`src/rtl/tdm_tx_pkg.sv`:
```
package tdm_tx_pkg;

    localparam int WORD_W = 32;

    typedef enum logic [2:0] {
        BK_OFF,
        BK_DATA,
        BK_SLOT_PAD,
        BK_IDLE_SLOT,
        BK_FRAME_PAD
    } bit_kind_e;

    typedef struct packed {
        bit_kind_e kind;
        logic      oe;
        logic      load;
    } bit_ctl_t;

    function automatic logic [5:0] data_bits(input logic [1:0] ds);
        return (6'(ds) + 6'd1) << 3;
    endfunction

    function automatic logic [5:0] slot_bits(input logic [1:0] ss, input logic [1:0] ds);
        case (ss)
            2'b00:   return data_bits(ds);
            2'b01:   return 6'd16;
            default: return 6'd32;
        endcase
    endfunction

    function automatic logic [WORD_W-1:0] msb_align(input logic [WORD_W-1:0] w,
                                                    input logic [1:0] ds);
        return w << (6'd32 - data_bits(ds));
    endfunction

endpackage

```
`src/rtl/tdm_pos_counter.sv`:
```
module tdm_pos_counter #(
    parameter int FLEN_W = 9,
    parameter int SLOT_W = 5
) (
    input  logic              clk,
    input  logic              rst,
    input  logic              frame_start,
    input  logic [FLEN_W-1:0] cfg_frame_len,
    input  logic [SLOT_W-1:0] cfg_num_slots,
    input  logic [5:0]        slot_len,
    output logic              nxt_started,
    output logic [FLEN_W-1:0] nxt_fpos,
    output logic [SLOT_W-1:0] nxt_slot,
    output logic [5:0]        nxt_bit
);
    localparam logic [FLEN_W-1:0] FONE = 1;
    localparam logic [SLOT_W-1:0] SONE = 1;

    logic              started_q;
    logic [FLEN_W-1:0] fpos_q;
    logic [SLOT_W-1:0] slot_q;
    logic [5:0]        bit_q;
    logic              wrap;

    assign wrap = (bit_q == slot_len - 6'd1);

    always_comb begin
        nxt_started = started_q;
        nxt_fpos    = fpos_q;
        nxt_slot    = slot_q;
        nxt_bit     = bit_q;
        if (frame_start) begin
            nxt_started = 1'b1;
            nxt_fpos    = '0;
            nxt_slot    = '0;
            nxt_bit     = '0;
        end else if (started_q) begin
            if (fpos_q < cfg_frame_len)
                nxt_fpos = fpos_q + FONE;
            nxt_bit = wrap ? 6'd0 : bit_q + 6'd1;
            if (wrap && (slot_q < cfg_num_slots))
                nxt_slot = slot_q + SONE;
        end
    end

    always_ff @(posedge clk) begin
        if (rst) begin
            started_q <= 1'b0;
            fpos_q    <= '0;
            slot_q    <= '0;
            bit_q     <= '0;
        end else begin
            started_q <= nxt_started;
            fpos_q    <= nxt_fpos;
            slot_q    <= nxt_slot;
            bit_q     <= nxt_bit;
        end
    end

endmodule

```
`src/rtl/tdm_bit_class.sv`:
```
module tdm_bit_class
    import tdm_tx_pkg::*;
#(
    parameter int MAX_SLOTS = 16,
    parameter int FLEN_W    = 9,
    parameter int SLOT_W    = 5
) (
    input  logic                 started,
    input  logic [FLEN_W-1:0]    fpos,
    input  logic [SLOT_W-1:0]    slot,
    input  logic [5:0]           bit_idx,
    input  logic [FLEN_W-1:0]    cfg_frame_len,
    input  logic [SLOT_W-1:0]    cfg_num_slots,
    input  logic [MAX_SLOTS-1:0] cfg_slot_mask,
    input  logic                 cfg_tristate,
    input  logic [5:0]           data_len,
    output bit_ctl_t             ctl
);
    localparam int IDX_W = (MAX_SLOTS > 1) ? $clog2(MAX_SLOTS) : 1;
    localparam logic [SLOT_W-1:0] SLOT_LIM = SLOT_W'(MAX_SLOTS);
    localparam logic [SLOT_W-1:0] SONE     = 1;

    logic [MAX_SLOTS-1:0] slot_live;
    logic [SLOT_W-1:0]    slot_p1;
    logic                 in_frame;
    logic                 cur_on;
    logic                 next_on;

    for (genvar i = 0; i < MAX_SLOTS; i++) begin : g_live
        assign slot_live[i] = cfg_slot_mask[i] && (i < int'(cfg_num_slots));
    end

    assign slot_p1  = slot + SONE;
    assign in_frame = (fpos < cfg_frame_len) && (slot < cfg_num_slots);
    assign cur_on   = in_frame && (slot < SLOT_LIM) && slot_live[slot[IDX_W-1:0]];
    assign next_on  = (slot_p1 < SLOT_LIM) && slot_live[slot_p1[IDX_W-1:0]];

    always_comb begin
        ctl.kind = BK_OFF;
        ctl.oe   = 1'b0;
        ctl.load = 1'b0;
        if (!started) begin
            ctl.kind = BK_OFF;
        end else if (!in_frame) begin
            ctl.kind = BK_FRAME_PAD;
            ctl.oe   = !cfg_tristate;
        end else if (!cur_on) begin
            ctl.kind = BK_IDLE_SLOT;
            ctl.oe   = !cfg_tristate;
        end else if (bit_idx < data_len) begin
            ctl.kind = BK_DATA;
            ctl.oe   = 1'b1;
            ctl.load = (bit_idx == 6'd0);
        end else begin
            ctl.kind = BK_SLOT_PAD;
            ctl.oe   = cfg_tristate ? next_on : 1'b1;
        end
    end

endmodule

```
`src/rtl/tdm_shifter.sv`:
```
module tdm_shifter
    import tdm_tx_pkg::*;
(
    input  logic              clk,
    input  logic              rst,
    input  logic              load,
    input  logic              shift,
    input  logic              s_valid,
    input  logic [WORD_W-1:0] s_data,
    input  logic [1:0]        cfg_data_size,
    output logic              bit_out,
    output logic              underrun
);
    logic [WORD_W-1:0] sreg_q;
    logic [WORD_W-1:0] aligned;

    assign aligned = s_valid ? msb_align(s_data, cfg_data_size) : '0;
    assign bit_out = load ? aligned[WORD_W-1] : sreg_q[WORD_W-1];

    always_ff @(posedge clk) begin
        if (rst) begin
            sreg_q   <= '0;
            underrun <= 1'b0;
        end else if (load) begin
            sreg_q   <= aligned << 1;
            underrun <= underrun | !s_valid;
        end else if (shift) begin
            sreg_q   <= sreg_q << 1;
        end
    end

endmodule

```
`src/rtl/tdm_slot_tx.sv`:
```
module tdm_slot_tx
    import tdm_tx_pkg::*;
#(
    parameter int MAX_SLOTS = 16,
    parameter int FLEN_W    = 9,
    localparam int SLOT_W   = $clog2(MAX_SLOTS + 1)
) (
    input  logic                 clk,
    input  logic                 rst,
    input  logic                 frame_start,
    input  logic [FLEN_W-1:0]    cfg_frame_len,
    input  logic [SLOT_W-1:0]    cfg_num_slots,
    input  logic [1:0]           cfg_slot_size,
    input  logic [1:0]           cfg_data_size,
    input  logic [MAX_SLOTS-1:0] cfg_slot_mask,
    input  logic                 cfg_tristate,
    input  logic                 s_valid,
    output logic                 s_ready,
    input  logic [WORD_W-1:0]    s_data,
    output logic                 sd,
    output logic                 sd_oe,
    output logic                 underrun
);
    logic              nxt_started;
    logic [FLEN_W-1:0] nxt_fpos;
    logic [SLOT_W-1:0] nxt_slot;
    logic [5:0]        nxt_bit;
    logic [5:0]        slot_len;
    logic [5:0]        data_len;
    bit_ctl_t          ctl;
    logic              bit_out;

    assign slot_len = slot_bits(cfg_slot_size, cfg_data_size);
    assign data_len = data_bits(cfg_data_size);

    tdm_pos_counter #(.FLEN_W(FLEN_W), .SLOT_W(SLOT_W)) u_pos (
        .clk           (clk),
        .rst           (rst),
        .frame_start   (frame_start),
        .cfg_frame_len (cfg_frame_len),
        .cfg_num_slots (cfg_num_slots),
        .slot_len      (slot_len),
        .nxt_started   (nxt_started),
        .nxt_fpos      (nxt_fpos),
        .nxt_slot      (nxt_slot),
        .nxt_bit       (nxt_bit)
    );

    tdm_bit_class #(.MAX_SLOTS(MAX_SLOTS), .FLEN_W(FLEN_W), .SLOT_W(SLOT_W)) u_cls (
        .started       (nxt_started),
        .fpos          (nxt_fpos),
        .slot          (nxt_slot),
        .bit_idx       (nxt_bit),
        .cfg_frame_len (cfg_frame_len),
        .cfg_num_slots (cfg_num_slots),
        .cfg_slot_mask (cfg_slot_mask),
        .cfg_tristate  (cfg_tristate),
        .data_len      (data_len),
        .ctl           (ctl)
    );

    tdm_shifter u_shf (
        .clk           (clk),
        .rst           (rst),
        .load          (ctl.load),
        .shift         (ctl.kind == BK_DATA),
        .s_valid       (s_valid),
        .s_data        (s_data),
        .cfg_data_size (cfg_data_size),
        .bit_out       (bit_out),
        .underrun      (underrun)
    );

    assign s_ready = ctl.load;

    always_ff @(posedge clk) begin
        if (rst) begin
            sd    <= 1'b0;
            sd_oe <= 1'b0;
        end else begin
            sd_oe <= ctl.oe;
            sd    <= ctl.oe && (ctl.kind == BK_DATA) && bit_out;
        end
    end

endmodule

```
`config.mk`:
```
export PLATFORM = sky130hd
export DESIGN_NAME = tdm_slot_tx
export DESIGN_NICKNAME = d
export VERILOG_FILES = /design/src/rtl/tdm_tx_pkg.sv /design/src/rtl/tdm_pos_counter.sv /design/src/rtl/tdm_bit_class.sv /design/src/rtl/tdm_shifter.sv /design/src/rtl/tdm_slot_tx.sv
export SDC_FILE = /design/constraint.sdc
export NUM_CORES = 1
export LEC_CHECK = 0
export BUFFER_PORTS_ARGS = -buffer_cell sky130_fd_sc_hd__clkbuf_2
export CORE_MARGIN = 8
export CORE_UTILIZATION = 60
export CTS_CLUSTER_DIAMETER = 100
export CTS_CLUSTER_SIZE = 28
export DETAILED_ROUTE_END_ITERATION = 7
export PLACE_DENSITY = 0.84
export SLEW_MARGIN = 20
export SYNTH_ARGS = -nofsm -noshare
export SYNTH_HDL_FRONTEND = slang
export SYNTH_HIERARCHICAL = 1
export SYNTH_SLANG_ARGS = --single-unit
```
`constraint.sdc`:
```
create_clock -name clk -period 10.1 [get_ports clk]
set_clock_uncertainty 0.2 [all_clocks]
set_input_delay 0.505 -clock clk [delete_from_list [all_inputs] [get_ports clk]]
set_output_delay 0.505 -clock clk [all_outputs]
set_load 0.05 [all_outputs]
```
== Word level (Yosys, flattened, before mapping) ==
Index checks and enable logic that the tools add are counted.

* Input port bits: 71
* Logic and storage cells: 101
* Flip-flop bits (word level): 55
* Output and inout bits: 4

* Equality and inequality tests: 3
* Add/subtract/negate cells: 7
* Mux-type cells: 28
* Reduce and logical (&&, ||, !) cells: 28
* Bitwise logic cells: 1
* Shift-type cells: 1
* $lt $le $gt $ge: 25

{| class="wikitable"
|+ Operators with widths
! kind !! number
|-
| 32-bit 2-to-1 mux || 3
|-
| 4-bit by 5-bit < comparator with 1-bit output (first input constant) || 8
|-
| 32-bit by 6-bit left shift with 32-bit output || 1
|-
| 9-bit 2-to-1 mux || 3
|-
| 1-bit logical AND || 23
|-
| 3-bit by 5-bit < comparator with 1-bit output (first input constant) || 4
|-
| 9-bit < comparator || 2
|-
| 6-bit 2-to-1 mux || 3
|-
| 5-bit 2-to-1 mux || 3
|-
| 6-bit one-hot mux with 2 select lines || 1
|-
| 5-bit by 1-bit adder with 5-bit output (second input constant) || 2
|-
| 1-bit by 5-bit < comparator with 1-bit output (first input constant) || 2
|-
| 2-bit by 5-bit < comparator with 1-bit output (first input constant) || 2
|-
| 4-bit by 5-bit < comparator with 1-bit output (second input constant) || 2
|-
| 5-bit < comparator || 2
|-
| 5-bit < comparator (second input constant) || 2
|-
| 9-bit by 1-bit adder with 9-bit output (second input constant) || 1
|-
| 1-bit binary-select mux with 4-bit select || 2
|-
| 1-bit 2-to-1 mux || 8
|-
| 4-bit 2-to-1 mux || 2
|-
| 6-bit by 1-bit adder with 6-bit output (second input constant) || 1
|-
| 6-bit == test || 1
|-
| 6-bit zero test || 1
|-
| 6-bit < comparator || 1
|-
| 11 further kinds || 13
|}

== Logic depth before layout (Yosys ltp) ==
* Word-level depth: 20
* Depth in mapped cells: 23

== Modules after synthesis ==
Netlist, hierarchy kept.

{| class="wikitable"
|+ Modules (own cells, without submodules)
! module !! area each (um2) !! cells each !! instances !! sequential area each (um2)
|-
| tdm_shifter || 2015.7 || 221 || 1 || 640.6
|-
| tdm_pos_counter || 1545.2 || 189 || 1 || 420.4
|-
| tdm_bit_class || 1189.9 || 169 || 1 || 0.0
|-
| tdm_slot_tx || 108.9 || 13 || 1 || 40.0
|}

== Least setup slack after synthesis ==
OpenSTA, ideal clock, no wires.

* Kind: input-to-reg
* From: input port cfg_frame_len[2]
* To: register u_shf.sreg_q[25]
* Library setup time: 0.119 ns
* Data arrival time: 6.007 ns
* Path slack: 3.774 ns
* Path buffers: 2
* Stages: 17
* Path through: inv_1 -> ha_1 -> a21o_1 -> a31oi_1 -> o21ai_2 -> a21o_4 -> or4_1 -> a21oi_1 -> ha_1 -> and4_1 -> a2111oi_0 -> nand3_1 -> nor4_1 -> buf_2 -> clkbuf_1 -> a21oi_1 -> o221a_2

{| class="wikitable"
|+ RTL lines
! what !! RTL line !! source
|-
| start: declaration || tdm_slot_tx.sv:11 || <nowiki>input logic [FLEN_W-1:0] cfg_frame_len,</nowiki>
|-
| 9-bit < comparator (*) || tdm_pos_counter.sv:38 || <nowiki>if (fpos_q < cfg_frame_len)</nowiki>
|-
| 9-bit 2-to-1 mux (*) || tdm_pos_counter.sv:38 ||
|-
| 9-bit 2-to-1 mux (*) || tdm_pos_counter.sv:37 || <nowiki>end else if (started_q) begin</nowiki>
|-
| 9-bit 2-to-1 mux (*) || tdm_pos_counter.sv:32 || <nowiki>if (frame_start) begin</nowiki>
|-
| named net nxt_fpos[7] || tdm_slot_tx.sv:25 || <nowiki>logic [FLEN_W-1:0] nxt_fpos;</nowiki>
|-
| 9-bit < comparator (*) || tdm_bit_class.sv:34 || <nowiki>assign in_frame = (fpos < cfg_frame_len) && (slot < cfg_num_slots);</nowiki>
|-
| 1-bit logical AND (*) || tdm_bit_class.sv:34 ||
|-
| 1-bit logical AND (2 in a row) || tdm_bit_class.sv:35 || <nowiki>assign cur_on = in_frame && (slot < SLOT_LIM) && slot_live[slot[IDX_W-1:0]];</nowiki>
|-
| 1-bit 2-to-1 mux || tdm_bit_class.sv:47 || <nowiki>end else if (!cur_on) begin</nowiki>
|-
| 1-bit 2-to-1 mux (*) || tdm_bit_class.sv:44 || <nowiki>end else if (!in_frame) begin</nowiki>
|-
| 2-bit 2-to-1 mux (*) || tdm_bit_class.sv:42 || <nowiki>if (!started) begin</nowiki>
|-
| named net s_ready || tdm_slot_tx.sv:18 || <nowiki>output logic s_ready,</nowiki>
|-
| 32-bit 2-to-1 mux / 2-bit nonzero test (equally long branches) || n/a ||
|-
| end signal: assignment || tdm_shifter.sv:25 || <nowiki>sreg_q <= aligned << 1;</nowiki>
|-
| end signal: assignment || tdm_shifter.sv:28 || <nowiki>sreg_q <= sreg_q << 1;</nowiki>
|-
| end: declaration || tdm_shifter.sv:14 || <nowiki>logic [WORD_W-1:0] sreg_q;</nowiki>
|}

Mark *: on every way through the listed nets, which the timed path passes. The rest lies on a longest branch.
A chain may end at the register's enable or synchronous reset.

== Final worst setup path ==
* From: input port cfg_data_size[0]
* To: output port s_ready

* Cells in the longest elaborated chain, start to end: 15

{| class="wikitable"
|+ Ends and longest elaborated chain
! what !! RTL line !! source
|-
| start: declaration || tdm_slot_tx.sv:14 || <nowiki>input logic [1:0] cfg_data_size,</nowiki>
|-
| 2-bit by 1-bit adder with 3-bit output (*) || tdm_tx_pkg.sv:20 || <nowiki>return (6'(ds) + 6'd1) << 3;</nowiki>
|-
| named net data_len[4] || tdm_slot_tx.sv:29 || <nowiki>logic [5:0] data_len;</nowiki>
|-
| 6-bit one-hot mux with 2 select lines (*) || tdm_tx_pkg.sv:24 || <nowiki>case (ss)</nowiki>
|-
| named net slot_len[4] || tdm_slot_tx.sv:28 || <nowiki>logic [5:0] slot_len;</nowiki>
|-
| 6-bit by 1-bit subtractor with 6-bit output (*) || tdm_pos_counter.sv:25 || <nowiki>assign wrap = (bit_q == slot_len - 6'd1);</nowiki>
|-
| 6-bit == test (*) || tdm_pos_counter.sv:25 ||
|-
| 1-bit logical AND (*) || tdm_pos_counter.sv:41 || <nowiki>if (wrap && (slot_q < cfg_num_slots))</nowiki>
|-
| 5-bit 2-to-1 mux (*) || tdm_pos_counter.sv:41 ||
|-
| 5-bit 2-to-1 mux (*) || tdm_pos_counter.sv:37 ||
|-
| 5-bit 2-to-1 mux (*) || tdm_pos_counter.sv:32 ||
|-
| named net nxt_slot[2] || tdm_slot_tx.sv:26 || <nowiki>logic [SLOT_W-1:0] nxt_slot;</nowiki>
|-
| 5-bit < comparator || tdm_bit_class.sv:34 ||
|-
| 1-bit logical AND || tdm_bit_class.sv:34 ||
|-
| 1-bit logical AND (2 in a row) || tdm_bit_class.sv:35 ||
|-
| 1-bit 2-to-1 mux || tdm_bit_class.sv:47 ||
|-
| 1-bit 2-to-1 mux (*) || tdm_bit_class.sv:44 ||
|-
| 2-bit 2-to-1 mux (*) || tdm_bit_class.sv:42 ||
|-
| end: declaration || tdm_slot_tx.sv:18 ||
|}

Mark *: on every way through the listed nets, which the timed path passes. The rest lies on a longest branch. The select of a mux whose other input is x is not followed.

==> results.toml <==
[synthesis]
async_reset_ff_share_pct = 0
yosys_warnings = 6
synth-main-ff-cell = "dfxtp_1"
synth.cell_area_sq_um = 4860
synth_edf_count = 0
synth_top_area_share_pct = 22.7
synth_seq_cells = 55
synth.avg_cell_area_sq_um = 8.21
yosys.area_share.simple_pct = 17.6
synthCells = 592
synth_top_family_by_area = "compound AO/OA/AOI/OAI gates"
seq_area_frac_synth_pct = 22.7
synth_compound_area_share_pct = 27.3
synth-xor-area-share_pct = 4.94
synthAdderAreaFrac_pct = 9.01
yosysTopAreaCell = "dfxtp_1"
ys_top_cells_by_area = "dfxtp_1 23%, ha_1 9.0%, inv_1 4.8%"
ys_types = 81
muxShareOfSynthArea_pct = 8.78

[clock_tree]
root_buffer = "clkbuf_8"
clk_path_buf_depth = 2
ctsHoldBuffers = 0
clk_pin_slew_ps = 100
numCtsBuffers = 5
cts_tree = "done"
cts_resized = 0
clock_sinks = 55
postCtsSetupBuffers = 0
htree_levels = 2
worstSkewPairLatency_ps = 310

[global_route]
grtUsageTotal_pct = 21.9
antenna_found_initial = 0
grt_pass1_wl_um = 21000
globalRouteOverflowTotal = 0
grt_pass1_vias = 4515
grt_max_degree = 42

[pwr]
p_seq_share_pct = 42.5
combPwrFrac_pct = 27.3
power_density_nw_per_um2 = 107
clkPwrFrac_pct = 30.2
p_int_w = 0.000400
p_leak_nw = 2.47
p_sw_w = 0.000171
sw_frac_of_total_pct = 30.0
irDropWorstVdd_v = 0.0000807

[sta]
max_freq_mhz = 159
finalHoldViolCount = 0
tightestPinTransition_ps = 807
timing.final.ws_setup_ps = 3800
rsz0062_at_grt = "no"
post-route-period-util_pct = 62.4
tns_ps = 0
final_max_slew_viol_count = 0
period_needed_ps = 6300
finalSetupViolations = 0
max_slew_margin_pct = 46.2

[worst_setup_path]
worst-path-buf-inv = 3
crit_family = "simple AND/OR/NAND/NOR gates"
worstPathMaxFanout = 41
path_class = "primary input to output pin"
r2r_slack_ps = 4540
arrival_ps = 5590
endpoint_kind = "output pin"
cp_slowest_cell = "a21oi_1"
crit_end = "s_ready"
reg2regPathDepth = 16
critPathLaunch = "cfg_data_size[0]"
r2r-start = "u_pos/fpos_q[2]"
worstPathCellList = "clkbuf_2 > ha_1 > nor2_1 > nor2_1 > xnor2_2 > xnor2_1 > nor3_2 > o2111ai_2 > or3_1 > a21oi_1 > ha_1 > a211o_1 > o211ai_1 > nand3_1 > nor4_2 > buf_4 > clkbuf_2"
worstReg2RegEnd = "u_shf/sreg_q[24]"
worstPathRequired_ps = 9400
startpoint_type = "primary input"
cp.depth = 17
slowest_delay_ps = 640

[die]
fp.dieH_um = 106
rows = 33
io_pins = 75
fp.coreArea_sq_um = 8050
initial_utilization_pct = 60.4
die_w_um = 106
dieArea_sq_um = 11200

[detailed_routing]
postRouteAntennaNets = 0
drt-pass1-iter-count = 5
routed_wl_um = 12900
wl_per_cell_um = 17.2
vias = 4704
route.detailed.drc = 0
routed_via_density = 6.26
drt_iter0_drc = 364

[hold_path]
whs_path_depth = 3
hold_class = "primary input to flip-flop"

[run]
max_cap_violations = 0

[place]
io_buffers = 74
post-place-ws_ps = 3880
place_hpwl_um = 9660
place_congestion = 0.932

[cells_and_area]
drive_above_1_share_pct = 20.9
n_fill_cell = 682
seqCellArea_sq_um = 1100
syn_to_final_growth_pct = 9.86
multi_input_area_sq_um = 3340
n_antenna_cell = 0
layout.nets = 751

[run_status]
status = "finished clean"
-- sequential cells by signal (all words and copies together) (netlist names) --
signal           cells
sd_oe                1
u_pos/bit_q          6
sd                   1
u_shf/underrun       1
u_pos/started_q      1
u_pos/fpos_q         9
u_pos/slot_q         5
u_shf/sreg_q        31
-- final cells by class --
cell class / instances / area share, %
multi-input combinational: 444 / 62.6
timing repair buffer: 77 / 7.36
clock inverter: 3 / 1.27
sequential: 55 / 20.6
inverter: 62 / 4.36
tap: 105 / 2.46
clock buffer: 5 / 1.29
-- Yosys cell counts, drive strengths merged, types with 4 or more instances --
master / number
o221a: 13
nor2b: 18
a211oi: 17
nand2: 18
a22o: 5
a21oi: 40
dfxtp: 55
o22ai: 7
inv: 62
o21a: 4
a2bb2oi: 7
ha: 35
o211a: 8
buf: 26
clkbuf: 18
nor2: 39
or2: 5
or3: 6
o211ai: 11
mux2: 15
nand3: 12
nand2b: 7
nor4: 5
mux2i: 22
nor3: 24
a21o: 13
xor2: 10
nand4: 9
o21ai: 16
xnor2: 14
-- layout by cell type (no fill, tap or decap), types with 4 or more instances in the layout --
master,Yosys,final
a21o_1,12,12
a22o_1,5,5
conb_1,1,14
or3_1,6,6
ha_1,35,35
xor2_1,10,10
nand2_1,17,17
clkbuf_2,1,74
nor2_1,39,39
dfxtp_1,55,55
xnor2_1,13,13
nor3_1,22,22
inv_1,62,62
a211oi_1,16,16
o22ai_1,7,7
a21oi_1,40,40
o211a_1,8,8
nand2b_1,7,7
a2bb2oi_1,7,7
nand4_1,9,9
o21a_1,4,4
o221a_2,10,10
nor2b_1,18,18
mux2_4,4,4
clkbuf_8,0,5
or2_2,4,4
mux2i_1,22,22
mux2_2,10,10
o211ai_1,10,10
nand3_1,11,11
o21ai_0,14,14
nor4_1,5,4
-- worst reg2reg max path: stages, from the launching register on --
cell,delay (ps)
dfxtp_1,430
ha_1,290
a21o_1,180
a31oi_1,180
o21ai_2,150
a21o_4,270
or4_1,500
a21oi_1,240
ha_1,290
and4_1,200
a2111oi_0,650
nand3_1,300
nor4_2,320
buf_4,400
nand2_1,290
a211oi_1,360
o221a_2,250
-- metal layers --
layer,up-vias,track usage [%],wire length [um]
li1,2251,-,-
met1,2205,27.6,5540
met2,220,37.0,6230
met3,28,3.93,876
met4,0,6.93,258
met5,-,0,0
-- how the worst min path moves through the flow --
stage                     startpoint               end
finish                     s_data[7]   u_shf/sreg_q[8]
detailed placement  u_shf/sreg_q[16]  u_shf/sreg_q[16]
CTS                 u_shf/sreg_q[16]  u_shf/sreg_q[16]
global placement    u_shf/sreg_q[16]  u_shf/sreg_q[16]
global route               s_data[7]   u_shf/sreg_q[8]
floorplan           u_shf/sreg_q[16]  u_shf/sreg_q[16]
-- power by group through the flow --
stage | combinational, W | clock [W] | sequential [W]
3_3_place_gp | 0.000146 | 0 | 0.000246
5_1_grt | 0.000169 | 0.000184 | 0.000244
6_report | 0.000156 | 0.000173 | 0.000243
4_1_cts | 0.000153 | 0.000176 | 0.000242
2_1_floorplan | 0.000112 | 0 | 0.000246
3_5_place_dp | 0.000152 | 0 | 0.000247
-- logic make-up after synthesis --
| family | after synthesis |
|---|---|
| mux | 38 |
| buf+inv | 106 |
| other cells | 1 |
| compound gates | 174 |
| xor+xnor | 25 |
| simple gates | 158 |
| fa+ha+maj | 35 |
| flops | 55 |
-- per-stage QoR --
stage	area [sq um]	instances	total power (W)	hold WS, ps	util [%]
3_5_place_dp	5200	743	0.000399	263	64.6
5_1_grt	5340	751	0.000597	307	66.3
6_report	5340	751	0.000571	285	66.3
3_3_place_gp	5200	743	0.000392	249	64.6
4_1_cts	5340	751	0.000572	280	66.3
2_1_floorplan	4910	605	0.000358	234	-
Power figures use the tool's default switching activity.
